File: src/rtl/sysbus_arbiter.sv
module sysbus_arbiter #(
  parameter int AD_W   = 64,
  parameter int CMD_W  = 12,
  parameter int RESP_W = 5,
  parameter int COH_W  = 3
) (
  input  logic              clk,
  input  logic              rst_n,
  input  logic              proc_req_i,
  input  logic              proc_rel_i,
  output logic              grant_o,
  output logic              agent_rel_o,
  input  logic              rd_ok_i,
  input  logic              wr_ok_i,
  output logic              rd_rdy_o,
  output logic              wr_rdy_o,
  input  logic [AD_W-1:0]   ad_i,
  output logic [AD_W-1:0]   ad_o,
  input  logic [CMD_W-1:0]  cmd_i,
  output logic [CMD_W-1:0]  cmd_o,
  output logic              bus_oe_o,
  input  logic              val_i,
  output logic              val_o,
  input  logic              tx_valid_i,
  input  logic [AD_W-1:0]   tx_ad_i,
  input  logic [CMD_W-1:0]  tx_cmd_i,
  output logic              tx_ready_o,
  output logic              cap_v_o,
  output logic              cap_addr_o,
  output logic [AD_W-1:0]   cap_ad_o,
  output logic [CMD_W-1:0]  cap_cmd_o,
  output logic              err_o,
  input  logic [RESP_W-1:0] resp_i,
  output logic [RESP_W-1:0] resp_o,
  input  logic [COH_W-1:0]  coh_i,
  output logic [COH_W-1:0]  coh_o
);
  localparam int KIND_HI = CMD_W - 2;

  typedef enum logic [1:0] {AGENT, TO_PROC, PROC, TO_AGENT} own_t;
  own_t st, st_nx;

  logic       is_addr, rd_class, wr_class, refuse, take;
  logic [2:0] kind;

  assign grant_o     = (st == PROC);
  assign bus_oe_o    = (st == AGENT);
  assign tx_ready_o  = (st == AGENT);
  assign agent_rel_o = (st == TO_PROC);

  assign is_addr  = cmd_i[CMD_W-1];
  assign kind     = cmd_i[KIND_HI -: 3];
  assign rd_class = (kind == 3'd0) || (kind == 3'd1);
  assign wr_class = (kind == 3'd2) || (kind == 3'd3);
  assign take     = grant_o && val_i;
  assign refuse   = take && is_addr && ((rd_class && !rd_rdy_o) || (wr_class && !wr_rdy_o));

  always_comb begin
    st_nx = st;
    case (st)
      AGENT:    if (!tx_valid_i && proc_req_i) st_nx = TO_PROC;
      TO_PROC:  st_nx = PROC;
      PROC:     if (proc_rel_i) st_nx = TO_AGENT;
      default:  st_nx = AGENT;
    endcase
  end

  always_ff @(posedge clk or negedge rst_n) begin
    if (!rst_n) begin
      st         <= AGENT;
      val_o      <= 1'b0;
      ad_o       <= '0;
      cmd_o      <= '0;
      rd_rdy_o   <= 1'b0;
      wr_rdy_o   <= 1'b0;
      cap_v_o    <= 1'b0;
      cap_addr_o <= 1'b0;
      cap_ad_o   <= '0;
      cap_cmd_o  <= '0;
      err_o      <= 1'b0;
      resp_o     <= '0;
      coh_o      <= '0;
    end else begin
      st       <= st_nx;
      rd_rdy_o <= rd_ok_i;
      wr_rdy_o <= wr_ok_i;
      resp_o   <= resp_i;
      coh_o    <= coh_i;
      val_o    <= tx_valid_i && tx_ready_o;
      if (tx_valid_i && tx_ready_o) begin
        ad_o  <= tx_ad_i;
        cmd_o <= tx_cmd_i;
      end
      cap_v_o <= take && !refuse;
      err_o   <= refuse;
      if (take && !refuse) begin
        cap_addr_o <= is_addr;
        cap_ad_o   <= ad_i;
        cap_cmd_o  <= cmd_i;
      end
    end
  end

  AST_NO_DUAL_DRIVE: assert property (@(posedge clk) disable iff (!rst_n)
    !(bus_oe_o && grant_o));
  AST_GRANT_HOLD: assert property (@(posedge clk) disable iff (!rst_n)
    grant_o && !proc_rel_i |=> grant_o);
  AST_OE_AFTER_IDLE: assert property (@(posedge clk) disable iff (!rst_n)
    $rose(bus_oe_o) |-> $past(!grant_o));
  AST_GRANT_AFTER_IDLE: assert property (@(posedge clk) disable iff (!rst_n)
    $rose(grant_o) |-> $past(!bus_oe_o));
  AST_VAL_OWNER: assert property (@(posedge clk) disable iff (!rst_n)
    val_o |-> bus_oe_o);
  AST_ERR_EXCL: assert property (@(posedge clk) disable iff (!rst_n)
    !(err_o && cap_v_o));
  AST_CAP_OWNER: assert property (@(posedge clk) disable iff (!rst_n)
    (cap_v_o || err_o) |-> $past(grant_o));
endmodule

File: config.mk
export PLATFORM = sky130hd
export DESIGN_NAME = sysbus_arbiter
export DESIGN_NICKNAME = d
export VERILOG_FILES = /design/src/rtl/sysbus_arbiter.sv
export SDC_FILE = /design/constraint.sdc
export NUM_CORES = 1
export LEC_CHECK = 0
export ABC_AREA = 1
export BUFFER_PORTS_ARGS = -buffer_cell sky130_fd_sc_hd__buf_4
export CAP_MARGIN = 30
export CORE_AREA = 2 2 130 132
export CTS_CLUSTER_DIAMETER = 120
export DETAILED_ROUTE_END_ITERATION = 10
export DIE_AREA = 0 0 132 134
export HOLD_SLACK_MARGIN = 0.15
export PLACE_DENSITY_LB_ADDON = 0.05
export SYNTH_ARGS = -nofsm -noshare
export SYNTH_HDL_FRONTEND = slang
export SYNTH_SLANG_ARGS = --single-unit
File: constraint.sdc
create_clock -name clk -period 4.4 [get_ports clk]
set_input_delay 0.66 -clock clk [delete_from_list [all_inputs] [get_ports clk]]
set_output_delay 0.66 -clock clk [all_outputs]
set_load 0.01 [all_outputs]
# Word-level counts from Yosys, hierarchy flattened
# Cells that the tools add are included.
[word_totals]
reg_bits = 168
inputBits = 168
out_inout_bits = 170
wordCells = 41
[op_classes]
eq_ne = 7
mux = 3
reduce_logical = 18
[ops]
columns = ["operator", "count"]
rows = [
  ["logical AND 1 bit", 8],
  ["== test 3 x 2 -> 1 bit, second input constant", 2],
  ["case mux 2 bit (3 select lines)", 1],
  ["logical NOT 1 bit", 4],
  ["2-to-1 mux 2 bit", 2],
  ["== test 3 x 1 -> 1 bit, second input constant", 1],
  ["logical NOT 3 bit", 1],
  ["logical OR 1 bit", 3],
  ["== test 2 x 1 -> 1 bit, second input constant", 1],
  ["== test 2 bit, second input constant", 1],
  ["logical NOT 2 bit", 1],
  ["!= test 2 x 1 -> 1 bit, second input constant", 1],
  ["!= test 2 bit, second input constant", 1],
  ["AND reduction 2 bit", 1],
]

# Longest topological paths before layout
[depth]
word_depth = 7
mapped_depth = 10
ltp_nobuf = 8

# Least setup slack after synthesis
# OpenSTA, ideal clock, no wires.
[synth_timing]
path_type = "register -> register"
start = "register st[0]"
end = "register cap_ad_o[24]"
arrival_time_ps = 1457
required_time_ps = 4283
setup_slack_ps = 2827
stages_incl_launch_ff = 10
n_path_buf = 2
path_cell_list = "dfrtp_1 > inv_1 > ha_1 > nand2_1 > nor2_2 > nand2_2 > buf_4 > buf_2 > nand3_1 > nand2_1"
[synth_between]
elab_chain_len = 6
[synth_rtl]
columns = ["item", "line_no", "rtl"]
rows = [
  ["from (decl)", "41", "own_t st, st_nx;"],
  ["from (signal assigned)", "84", "st <= st_nx;"],
  ["== test 2 bit *", "46", "assign grant_o = (st == PROC);"],
  ["via grant_o", "11", "output logic grant_o,"],
  ["logical AND 1 bit *", "55", "assign take = grant_o && val_i;"],
  ["logical AND 1 bit (2 in a row)", "56", "assign refuse = take && is_addr && ((rd_class && !rd_rdy_o) || (wr_class && !wr_rdy_o));"],
  ["logical NOT 1 bit", "96", "if (take && !refuse) begin"],
  ["logical AND 1 bit *", "96", ""],
  ["to (signal assigned)", "98", "cap_ad_o <= ad_i;"],
  ["to (decl)", "30", "output logic [AD_W-1:0] cap_ad_o,"],
]
# Mark *: on every way through the listed nets, which the timed path passes. The rest lies on a longest branch.
# A chain may end at the register's enable or synchronous reset.

# Final worst setup path
[layout_timing]
start = "register st[0]"
end = "register ad_o[21]"
[layout_between]
elab_chain_len = 2
[layout_rtl]
columns = ["item", "line_no", "rtl"]
rows = [
  ["logical NOT 2 bit", "48", "assign tx_ready_o = (st == AGENT);"],
  ["logical AND 1 bit", "90", "if (tx_valid_i && tx_ready_o) begin"],
  ["to (signal assigned)", "91", "ad_o <= tx_ad_i;"],
  ["to (decl)", "18", "output logic [AD_W-1:0] ad_o,"],
]
# No other way between the ends.

==> results.yml <==
grt:
  grt_pass1_vias: 5494
  grtUsageTotal: 0.215
  grt_max_degree: 83
  overflow: 0
  antenna_found_initial: 0
  grt_pass1_wl_mm: 29.6
sta:
  fmax_ghz: 0.461
  finalHoldViolCount: 0
  slew_headroom: 0.448
  finalCriticalPeriod_ps: 2170
  fin_skew_ps: 11.8
  setup_viol: 0
  tns_ps: 0
  min_period_over_period: 0.493
  rsz0062_at_grt: "false"
  slew_viol_final: 0
  fin_ws_ps: 2230
  worstMarginPinSlew_ps: 828
clocking:
  cts_resized: 0
  path_clk_slew_ps: 60
  cts_buffers: 17
  cts_root_buffer: "clkbuf_16"
  cts_sinks: 167
  postCtsSetupRepairBufs: 0
  clockBufferDepth: 2
  cts_tree: "yes"
  worst_skew_pair.late_latency_ps: 420
  ctsHtreeMaxLevel: 4
worst_hold_path:
  worst_hold_path.endpoint: "resp_o[3]"
  min_delay_path_depth: 1
  worstHoldStart: "resp_i[3]"
  hp-class: "in2reg"
yosys:
  synth_nets: 871
  syn-instance-count: 699
  synth_seq_cells: 167
  synth_top_family_by_area: "simple AND/OR/NAND/NOR gates"
  yosysSeqAreaShare: 0.654
  synth-xor-area-share: 0
  synth_mux_area_frac: 0
  synth-compound-area-share: 0.00274
  syn_area_um2: 6390
  synthAdderAreaFrac: 0.00784
  ys_warn_count: 0
  yosys.area_share.simple: 0.293
  synth_cell_types: 15
  avgSynthCellArea_um2: 9.14
placement:
  hpwl_mm: 13.3
  portBuffers: 337
  pre_cts_ws_ps: 2210
  gp_congestion: 0.760
floorplan:
  pin_count: 338
  core_um2: 16300
  initial_core_util: 0.392
  die_h_um: 134
  die_w_um: 132
  rows: 47
  dieArea_um2: 17700
power:
  ir_drop_mv: 0.316
  power_uw: 6790
  p_leak_uw: 0.00552
  powerDensity_nw_per_um2: 701
setup_path:
  crit_fanout: 47
  rr_endpoint: "ad_o[21]"
  cp-start-kind: "flip-flop"
  arrival_ps: 2520
  reg2reg_setup_slack_ps: 2230
  critPathCaptureType: "flip-flop"
  cp.required_ps: 4750
  rr_worst_depth: 7
  reg2reg_from: "st[0]"
  path_class: "reg2reg"
route:
  drc: 0
  dr.pass1.iters: 4
  routed_wl_mm: 19.2
  first_iter_violations: 298
  dr_total_vias: 5673
  final_antenna_net_count: 0
  wl_per_cell_um: 15.3
  vias_per_cell: 4.52
final_layout:
  fin_nets: 1194
  final_common_cell: "nand2_1"
  final_cell_mix: "390 x nand2_1, 341 x buf_4, 167 x dfrtp_1, 77 x nand3_1, 17 x clkbuf_16"
  drive_above_1_share: 0.366
  diodes: 0
  area_delta_synth_final_pct: 51.5
status:
  status: "finished, final reports clean"
job:
  max_cap_viol_count: 0
critical path, cell delays in order (launching register included):
cell and delay, ps:
dfrtp_1 410, inv_1 100, ha_1 270, nand2_2 80
inv_2 590, buf_4 460, nand2_1 100, nand2_1 80
Yosys cell counts:
cell	n	area, µm²
nand2_1	391	1470
dfrtp_1	167	4180
nand3_1	77	385
buf_2	19	95.1
clkbuf_1	14	52.6
inv_1	10	37.5
buf_6	4	45.0
ha_1	4	50.1
buf_4	3	22.5
buf_1	2	7.51
inv_2	2	7.51
nand2_2	2	12.5
o21ai_0	2	10.0
nor2_2	1	6.26
o21bai_1	1	7.51
where the power goes:
group / leakage (µW) / total, µW / internal [µW] / switching, µW
Clock: 0.000284 / 1490 / 902 / 588
Sequential: 0.00208 / 2570 / 2210 / 366
Combinational: 0.00315 / 2720 / 1300 / 1430
stage by stage:
step | util | area (µm²) | instances | hold WS (ps)
after floorplan | - | 6390 | 699 | 364
after global placement | 0.554 | 9030 | 1220 | 456
after detailed placement | 0.558 | 9090 | 1222 | 459
after CTS | 0.594 | 9680 | 1254 | 323
after global routing | 0.594 | 9680 | 1254 | 314
final | 0.594 | 9680 | 1254 | 342
logic make-up (layout without fill, tap and decap cells):
logic type | after synthesis | count (layout)
fa+ha+maj | 4 | 4
flops | 167 | 167
buf+inv | 54 | 389
simple gates | 471 | 471
compound gates | 3 | 3
worst max-delay path by stage:
stage,from,to,slack (ps),depth (start not counted)
2_1_floorplan,st[0],cap_ad_o[24],2830,9
3_3_place_gp,cmd_i[10],cap_ad_o[7],1950,9
3_5_place_dp,st[0],ad_o[10],2210,7
4_1_cts,st[0],ad_o[10],2210,7
5_1_grt,st[0],ad_o[25],1980,7
6_report,st[0],ad_o[21],2230,7
area by class of cell:
cell class / count / area [µm²]
clock buffer: 22 / 454
clock inverter: 9 / 126
fill: 1477 / 6610
inverter: 12 / 45.0
multi-input combinational: 478 / 1940
sequential: 167 / 4180
tap: 220 / 275
timing repair buffer: 346 / 2660
routing by layer:
layer | part of all wire | GRT usage
met5 | 0 | 0
met4 | 0.018 | 0.0658
met3 | 0.083 | 0.0763
met2 | 0.49 | 0.357
met1 | 0.41 | 0.265
state kept, by name, summed over array words and instances, names as in the netlist, 2 cells and up:
| name | count |
|---|---|
| cmd_o | 12 |
| cap_ad_o | 64 |
| resp_o | 5 |
| coh_o | 3 |
| cap_cmd_o | 11 |
| ad_o | 64 |
| st | 2 |
repair_timing:
action	in CTS	in global routing
endpoints found under the hold margin	25	0
setup endpoints to repair	0	0
hold buffers	1	0
No activity file was read; power rests on OpenSTA's default activity.
